### config.mk
export PLATFORM = sky130hd
export DESIGN_NAME = zc_phase_meter
export DESIGN_NICKNAME = d
export VERILOG_FILES = /design/src/rtl/pm_pkg.sv /design/src/rtl/pm_reset_sync.sv /design/src/rtl/pm_edge_sync.sv /design/src/rtl/pm_width_timer.sv /design/src/rtl/pm_dir_classify.sv /design/src/rtl/pm_result.sv /design/src/rtl/zc_phase_meter.sv
export SDC_FILE = /design/constraint.sdc
export NUM_CORES = 1
export LEC_CHECK = 0
export BUFFER_PORTS_ARGS = -buffer_cell sky130_fd_sc_hd__buf_4
export CORE_MARGIN = 4
export CORE_UTILIZATION = 45
export CTS_BUF_LIST = sky130_fd_sc_hd__clkbuf_4
export DETAILED_ROUTE_END_ITERATION = 8
export PLACE_DENSITY_LB_ADDON = 0.15
export SLEW_MARGIN = 20
export SYNTH_ARGS = -nofsm -noshare
export SYNTH_HDL_FRONTEND = slang
export SYNTH_SLANG_ARGS = --single-unit
### constraint.sdc
create_clock -name clk -period 2.2 [get_ports clk]
set_clock_uncertainty 0.05 [all_clocks]
set_input_delay 0.11 -clock clk [delete_from_list [all_inputs] [get_ports clk]]
set_output_delay 0.11 -clock clk [all_outputs]
set_load 0.02 [all_outputs]
### src/rtl/pm_pkg.sv
package pm_pkg;
  typedef enum logic [1:0] {
    CLS_NONE = 2'd0,
    CLS_LEAD = 2'd1,
    CLS_LAG  = 2'd2
  } pulse_cls_e;

  localparam int unsigned ANG_NUM = 9;
  localparam int unsigned ANG_DEN = 100;
endpackage

### src/rtl/pm_reset_sync.sv
module pm_reset_sync (
  input  logic clk,
  input  logic rst_n,
  output logic rst_n_sync
);
  logic [1:0] stage_q;

  always_ff @(posedge clk or negedge rst_n) begin
    if (!rst_n) stage_q <= 2'b00;
    else        stage_q <= {stage_q[0], 1'b1};
  end

  assign rst_n_sync = stage_q[1];
endmodule

### src/rtl/pm_edge_sync.sv
module pm_edge_sync #(
  parameter int N = 2
) (
  input  logic         clk,
  input  logic         rst_n,
  input  logic [N-1:0] d_async,
  output logic [N-1:0] lvl,
  output logic [N-1:0] rise,
  output logic [N-1:0] fall
);
  for (genvar g = 0; g < N; g++) begin : g_bit
    logic meta_q, sync_q, prev_q;

    always_ff @(posedge clk or negedge rst_n) begin
      if (!rst_n) begin
        meta_q <= 1'b0;
        sync_q <= 1'b0;
        prev_q <= 1'b0;
      end else begin
        meta_q <= d_async[g];
        sync_q <= meta_q;
        prev_q <= sync_q;
      end
    end

    assign lvl[g]  = sync_q;
    assign rise[g] = sync_q & ~prev_q;
    assign fall[g] = ~sync_q & prev_q;
  end
endmodule

### src/rtl/pm_width_timer.sv
module pm_width_timer #(
  parameter int CNT_W    = 16,
  parameter int TICK_DIV = 25
) (
  input  logic             clk,
  input  logic             rst_n,
  input  logic             diff_lvl,
  output logic             p_rise,
  output logic             p_fall,
  output logic [CNT_W-1:0] cap_cnt,
  output logic             cap_sat
);
  localparam int PRE_W = (TICK_DIV > 1) ? $clog2(TICK_DIV) : 1;
  localparam logic [PRE_W-1:0] PRE_LAST = PRE_W'(TICK_DIV - 1);
  localparam logic [CNT_W-1:0] CNT_MAX  = {CNT_W{1'b1}};

  logic             diff_q;
  logic [PRE_W-1:0] pre_q, pre_d;
  logic [CNT_W-1:0] cnt_q, cnt_d, cnt_adv;
  logic             tick;

  assign p_rise = diff_lvl & ~diff_q;
  assign p_fall = ~diff_lvl & diff_q;
  assign tick   = (pre_q == PRE_LAST);

  always_comb begin
    cnt_adv = cnt_q;
    if (diff_q && tick && (cnt_q != CNT_MAX)) cnt_adv = cnt_q + 1'b1;
  end

  always_comb begin
    pre_d = pre_q;
    cnt_d = cnt_q;
    if (p_rise) begin
      pre_d = '0;
      cnt_d = '0;
    end else if (diff_q) begin
      pre_d = tick ? '0 : pre_q + 1'b1;
      cnt_d = cnt_adv;
    end
  end

  always_ff @(posedge clk or negedge rst_n) begin
    if (!rst_n) begin
      diff_q <= 1'b0;
      pre_q  <= '0;
      cnt_q  <= '0;
    end else begin
      diff_q <= diff_lvl;
      pre_q  <= pre_d;
      cnt_q  <= cnt_d;
    end
  end

  assign cap_cnt = cnt_adv;
  assign cap_sat = (cnt_adv == CNT_MAX);
endmodule

### src/rtl/pm_dir_classify.sv
module pm_dir_classify
  import pm_pkg::*;
#(
  parameter int WIN = 2
) (
  input  logic       clk,
  input  logic       rst_n,
  input  logic       v_fall,
  input  logic       p_rise,
  input  logic       p_fall,
  output pulse_cls_e cls
);
  localparam int AGE_W = $clog2(WIN + 2);
  localparam logic [AGE_W-1:0] AGE_MAX = AGE_W'(WIN + 1);
  localparam logic [AGE_W-1:0] AGE_WIN = AGE_W'(WIN);

  logic [AGE_W-1:0] age_q, age_d;
  logic             lag_q, lag_d;
  logic             recent;

  assign recent = v_fall | (age_q < AGE_WIN);

  always_comb begin
    age_d = age_q;
    if (v_fall)                age_d = '0;
    else if (age_q != AGE_MAX) age_d = age_q + 1'b1;
    lag_d = lag_q;
    if (p_rise) lag_d = recent;
  end

  always_ff @(posedge clk or negedge rst_n) begin
    if (!rst_n) begin
      age_q <= AGE_MAX;
      lag_q <= 1'b0;
    end else begin
      age_q <= age_d;
      lag_q <= lag_d;
    end
  end

  always_comb begin
    cls = CLS_NONE;
    if (p_fall) begin
      if (recent)     cls = CLS_LEAD;
      else if (lag_q) cls = CLS_LAG;
    end
  end
endmodule

### src/rtl/pm_result.sv
module pm_result
  import pm_pkg::*;
#(
  parameter int CNT_W = 16
) (
  input  logic             clk,
  input  logic             rst_n,
  input  pulse_cls_e       cls,
  input  logic [CNT_W-1:0] cap_cnt,
  input  logic             cap_sat,
  output logic             res_valid,
  output logic [CNT_W-1:0] angle,
  output logic             lead,
  output logic             ovf
);
  localparam int PROD_W = CNT_W + 4;

  logic             cap_en;
  logic             cap_vld_q;
  logic [CNT_W-1:0] cap_q;
  logic             cap_lead_q, cap_sat_q;
  logic [PROD_W-1:0] prod, quot;
  logic             out_vld_q;
  logic [CNT_W-1:0] ang_q;
  logic             lead_q, ovf_q;

  assign cap_en = (cls != CLS_NONE);

  always_ff @(posedge clk or negedge rst_n) begin
    if (!rst_n) begin
      cap_vld_q  <= 1'b0;
      cap_q      <= '0;
      cap_lead_q <= 1'b0;
      cap_sat_q  <= 1'b0;
    end else begin
      cap_vld_q <= cap_en;
      if (cap_en) begin
        cap_q      <= cap_cnt;
        cap_lead_q <= (cls == CLS_LEAD);
        cap_sat_q  <= cap_sat;
      end
    end
  end

  assign prod = {4'b0000, cap_q} * PROD_W'(ANG_NUM);
  assign quot = prod / PROD_W'(ANG_DEN);

  always_ff @(posedge clk or negedge rst_n) begin
    if (!rst_n) begin
      out_vld_q <= 1'b0;
      ang_q     <= '0;
      lead_q    <= 1'b0;
      ovf_q     <= 1'b0;
    end else begin
      out_vld_q <= cap_vld_q;
      if (cap_vld_q) begin
        ang_q  <= quot[CNT_W-1:0];
        lead_q <= cap_lead_q;
        ovf_q  <= cap_sat_q;
      end
    end
  end

  assign res_valid = out_vld_q;
  assign angle     = ang_q;
  assign lead      = lead_q;
  assign ovf       = ovf_q;
endmodule

### src/rtl/zc_phase_meter.sv
module zc_phase_meter
  import pm_pkg::*;
#(
  parameter int CNT_W    = 16,
  parameter int TICK_DIV = 25,
  parameter int WIN      = 2
) (
  input  logic             clk,
  input  logic             rst_n,
  input  logic             volt_zc,
  input  logic             curr_zc,
  output logic             res_valid,
  output logic [CNT_W-1:0] angle_tenths,
  output logic             volt_leads,
  output logic             overflow
);
  localparam int N_IN  = 2;
  localparam int IDX_V = 0;
  localparam int IDX_I = 1;

  logic             rst_n_s;
  logic [N_IN-1:0]  lvl, rise, fall;
  logic             diff_lvl, p_rise, p_fall, cap_sat;
  logic [CNT_W-1:0] cap_cnt;
  pulse_cls_e       cls;

  pm_reset_sync u_rst (
    .clk        (clk),
    .rst_n      (rst_n),
    .rst_n_sync (rst_n_s)
  );

  pm_edge_sync #(.N(N_IN)) u_sync (
    .clk     (clk),
    .rst_n   (rst_n_s),
    .d_async ({curr_zc, volt_zc}),
    .lvl     (lvl),
    .rise    (rise),
    .fall    (fall)
  );

  assign diff_lvl = lvl[IDX_V] ^ lvl[IDX_I];

  pm_width_timer #(.CNT_W(CNT_W), .TICK_DIV(TICK_DIV)) u_timer (
    .clk      (clk),
    .rst_n    (rst_n_s),
    .diff_lvl (diff_lvl),
    .p_rise   (p_rise),
    .p_fall   (p_fall),
    .cap_cnt  (cap_cnt),
    .cap_sat  (cap_sat)
  );

  pm_dir_classify #(.WIN(WIN)) u_dir (
    .clk    (clk),
    .rst_n  (rst_n_s),
    .v_fall (fall[IDX_V]),
    .p_rise (p_rise),
    .p_fall (p_fall),
    .cls    (cls)
  );

  pm_result #(.CNT_W(CNT_W)) u_res (
    .clk       (clk),
    .rst_n     (rst_n_s),
    .cls       (cls),
    .cap_cnt   (cap_cnt),
    .cap_sat   (cap_sat),
    .res_valid (res_valid),
    .angle     (angle_tenths),
    .lead      (volt_leads),
    .ovf       (overflow)
  );

  logic unused_rise_i;
  assign unused_rise_i = ^{rise, fall[IDX_I]};
endmodule

==> results.json <==
{
  "coreArea_um2": 15400,
  "rsz0062_at_grt": "yes",
  "num_vias": 8859,
  "via_per_inst": 5.93,
  "crit_path_frequent_cell": "buf_4",
  "multi_input_area_um2": 6540,
  "synth.most_common_cell": "nand2_1",
  "total_power_w": 0.00323,
  "path_max_fanout": 6,
  "switching_share_pct": 34.8,
  "n_antenna_cell": 0,
  "path_delay_family": "compound AO/OA/AOI/OAI gates",
  "grt_pass1_wl_um": 41500,
  "power.share.combinational_pct": 23.5,
  "drv_slew": 0,
  "crit_arrival_ns": 10.19,
  "synth_cells": 893,
  "wl_um": 26400,
  "synth.distinct_cells": 104,
  "seq_area_um2": 1710,
  "synthArstFlopShare_pct": 100,
  "num_rows": 45,
  "clock_sinks": 68,
  "pre_cts_slack_ns": -7.69,
  "cts_made_buffers": 9,
  "r2r_end": "u_res.angle[0]",
  "ys_top_cells_by_count": "nand2_1 (98), nor2_1 (74), dfrtp_1 (66)",
  "ys.flop_type": "dfrtp_1",
  "htree_levels": 3,
  "grt_max_degree": 47,
  "p_per_area_nw_per_um2": 271,
  "cp.required_ns": 2.53,
  "crit_buf_inv": 7,
  "die_area_um2": 18100,
  "postRouteAntennaNets": 0,
  "p_seq_share_pct": 47.4,
  "rrSetupSlack_ns": -7.66,
  "final_cells": 1494,
  "gp_congestion": 0.934,
  "drive_gt1_share_pct": 51.1,
  "hold_violations": 0,
  "final_cell_area_um2": 11900,
  "fin_ws_ns": -7.66,
  "drtIter0Drc": 634,
  "violations": "negative setup slack",
  "wl_per_cell_um": 17.7,
  "cts.path.max_buffers": 2,
  "gr-total-overflow": 0,
  "utilization_pct": 77.5,
  "setup_violations": 32,
  "min_period_ns": 9.86,
  "crit_type": "reg2reg",
  "maxCapViolCount": 0,
  "die_height_um": 134,
  "dpl_cell_area_um2": 10000,
  "ys_warn_count": 0,
  "synthToLayoutAreaGrowth_pct": 66.2,
  "max_freq_mhz": 101,
  "final_net_count": 1313,
  "post_synth_instance_area_um2": 7190,
  "post-place-cells": 1408,
  "initial_core_util_pct": 46.6,
  "drc": 0,
  "num-fill-cells": 1017,
  "critPathLaunch": "u_res.cap_q[4]",
  "vdd_drop_max_mv": 0.447,
  "synth_area_per_cell_um2": 8.05,
  "antenna_found_initial": 0,
  "p_sw_w": 0.00113,
  "yosys.area.top_type": "dfrtp_1",
  "min_period_over_period_pct": 448,
  "maxSlewHeadroom_pct": 61.1,
  "dp_hpwl_um": 17700,
  "synth-edff-count": 0,
  "p_int_w": 0.00211,
  "cts_root_buf": "clkbuf_4",
  "tritoncts": "yes",
  "grtUsageTotal_pct": 27.6,
  "hold_class": "reg2async",
  "ys_ff_latch": 68,
  "tightest_slew_ns": 0.579,
  "path_clk_slew_ns": 0.15,
  "synth_top_area_share_pct": 23.0,
  "cp_num_cells": 42,
  "grt_pass1_vias": 8525,
  "ios": 23,
  "endpoint_kind": "register",
  "critPathSlowestCell": "or4_4",
  "reg2reg_from": "u_res.cap_q[4]",
  "clk_latency_ns": 0.48,
  "synth.area.top_cells": "dfrtp_1 (23%), ha_1 (5.2%), nand2_1 (5.1%), xnor2_1 (4.8%), nor2_1 (3.9%)",
  "fp.dieW_um": 134,
  "pwr-share-clk_pct": 29.2,
  "cp-start-kind": "register",
  "cpPeakStageDelay_ns": 0.47,
  "drt_first_pass_iters": 5,
  "p_leak_nw": 5.44,
  "synth_seq_area_share_pct": 23.7,
  "crit_path_end": "u_res.angle[0]",
  "ff2ff_path_depth": 42,
  "portBuffers": 20,
  "status": "finished, violations left"
}
## how the worst min path moves through the flow
stage / from / to / slack (ns) / cells past startpoint
2_1_floorplan: rst_n / u_rst.stage_q[0] / -0.24 / 0
3_3_place_gp: rst_n / u_rst.stage_q[0] / -0.16 / 1
3_5_place_dp: rst_n / u_rst.stage_q[0] / -0.15 / 1
4_1_cts: u_rst.stage_q[1] / u_dir.lag_q / 0.21 / 0
5_1_grt: volt_zc / u_sync.g_bit[0].meta_q / 0.21 / 2
6_report: u_rst.stage_q[1] / u_sync.g_bit[0].prev_q / 0.19 / 0
## timing repair
item	CTS	global route
endpoints found under the hold margin	4	0
resized for setup	175	84
hold buffers	4	0
setup endpoints to repair	34	41
setup buffers	47	26
pin swaps	59	49
## cell families after synthesis
group / after synthesis / synth area share (%)
buffers and inverters: 52 / 3.10
other: 2 / 0.104
XOR/XNOR: 55 / 6.70
AND/OR/NAND/NOR: 340 / 23.8
AO/OA/AOI/OAI: 321 / 33.4
multiplexers: 22 / 3.45
adder cells (fa/ha/maj): 33 / 5.79
flip-flops: 68 / 23.7
## registers in the layout, indices dropped and copies added (netlist names), 2 cells and up
name,count
u_res.cap_q,16
u_timer.cnt_q,16
u_res.angle,14
u_timer.pre_q,5
u_dir.age_q,2
u_rst.stage_q,2
u_sync.g_bit.meta_q,2
u_sync.g_bit.sync_q,2
## layer usage
layer  wire length (µm)  vias up  share of wire (%)  global-route usage (%)
met5                  0        -                  0                       0
met1              11500     4319                 44                    37.1
met3               1310       62                5.0                    4.31
met2              12900      284                 49                    46.2
met4                609        0                2.3                    7.64
li1                   -     4194                  -                       -
## cells in the final DEF (no fill, tap or decap), drive strengths merged, types with 12 or more instances in the layout
cell type and count:
a211oi 22, a21o 17, a21oi 56, and2 13
and3 17, buf 404, dfrtp 66, ha 30
inv 19, mux2i 13, nand2 98, nand3 42
nand4 12, nor2 74, nor3 26, nor4 17
o211ai 17, o21a 16, o21ai 69, xnor2 39
xor2 16
## power by group through the flow
stage               registers (W)  clock network [W]  logic, W
floorplan                 0.00167                  0  0.000285
CTS                       0.00153           0.000960  0.000745
detailed placement        0.00156                  0  0.000725
finish                    0.00153           0.000943  0.000759
global placement          0.00155                  0  0.000710
global route              0.00155            0.00101  0.000831
## layout make-up
type / count / share of cell area, %
repair buffers: 408 / 27.0
well taps: 211 / 2.21
multi-input cells: 774 / 54.7
flip-flops and latches: 68 / 14.3
clock inverters: 7 / 0.670
inverters: 17 / 0.534
clock buffers: 9 / 0.565
## metrics by stage
stage               setup TNS [ns]  hold WS (ns)
floorplan                   -53.97        -0.236
global placement            -59.85        -0.157
detailed placement          -62.48        -0.153
CTS                         -57.78         0.212
global route                -67.37         0.215
finish                      -61.35         0.188
Power figures use the tool's default switching activity.
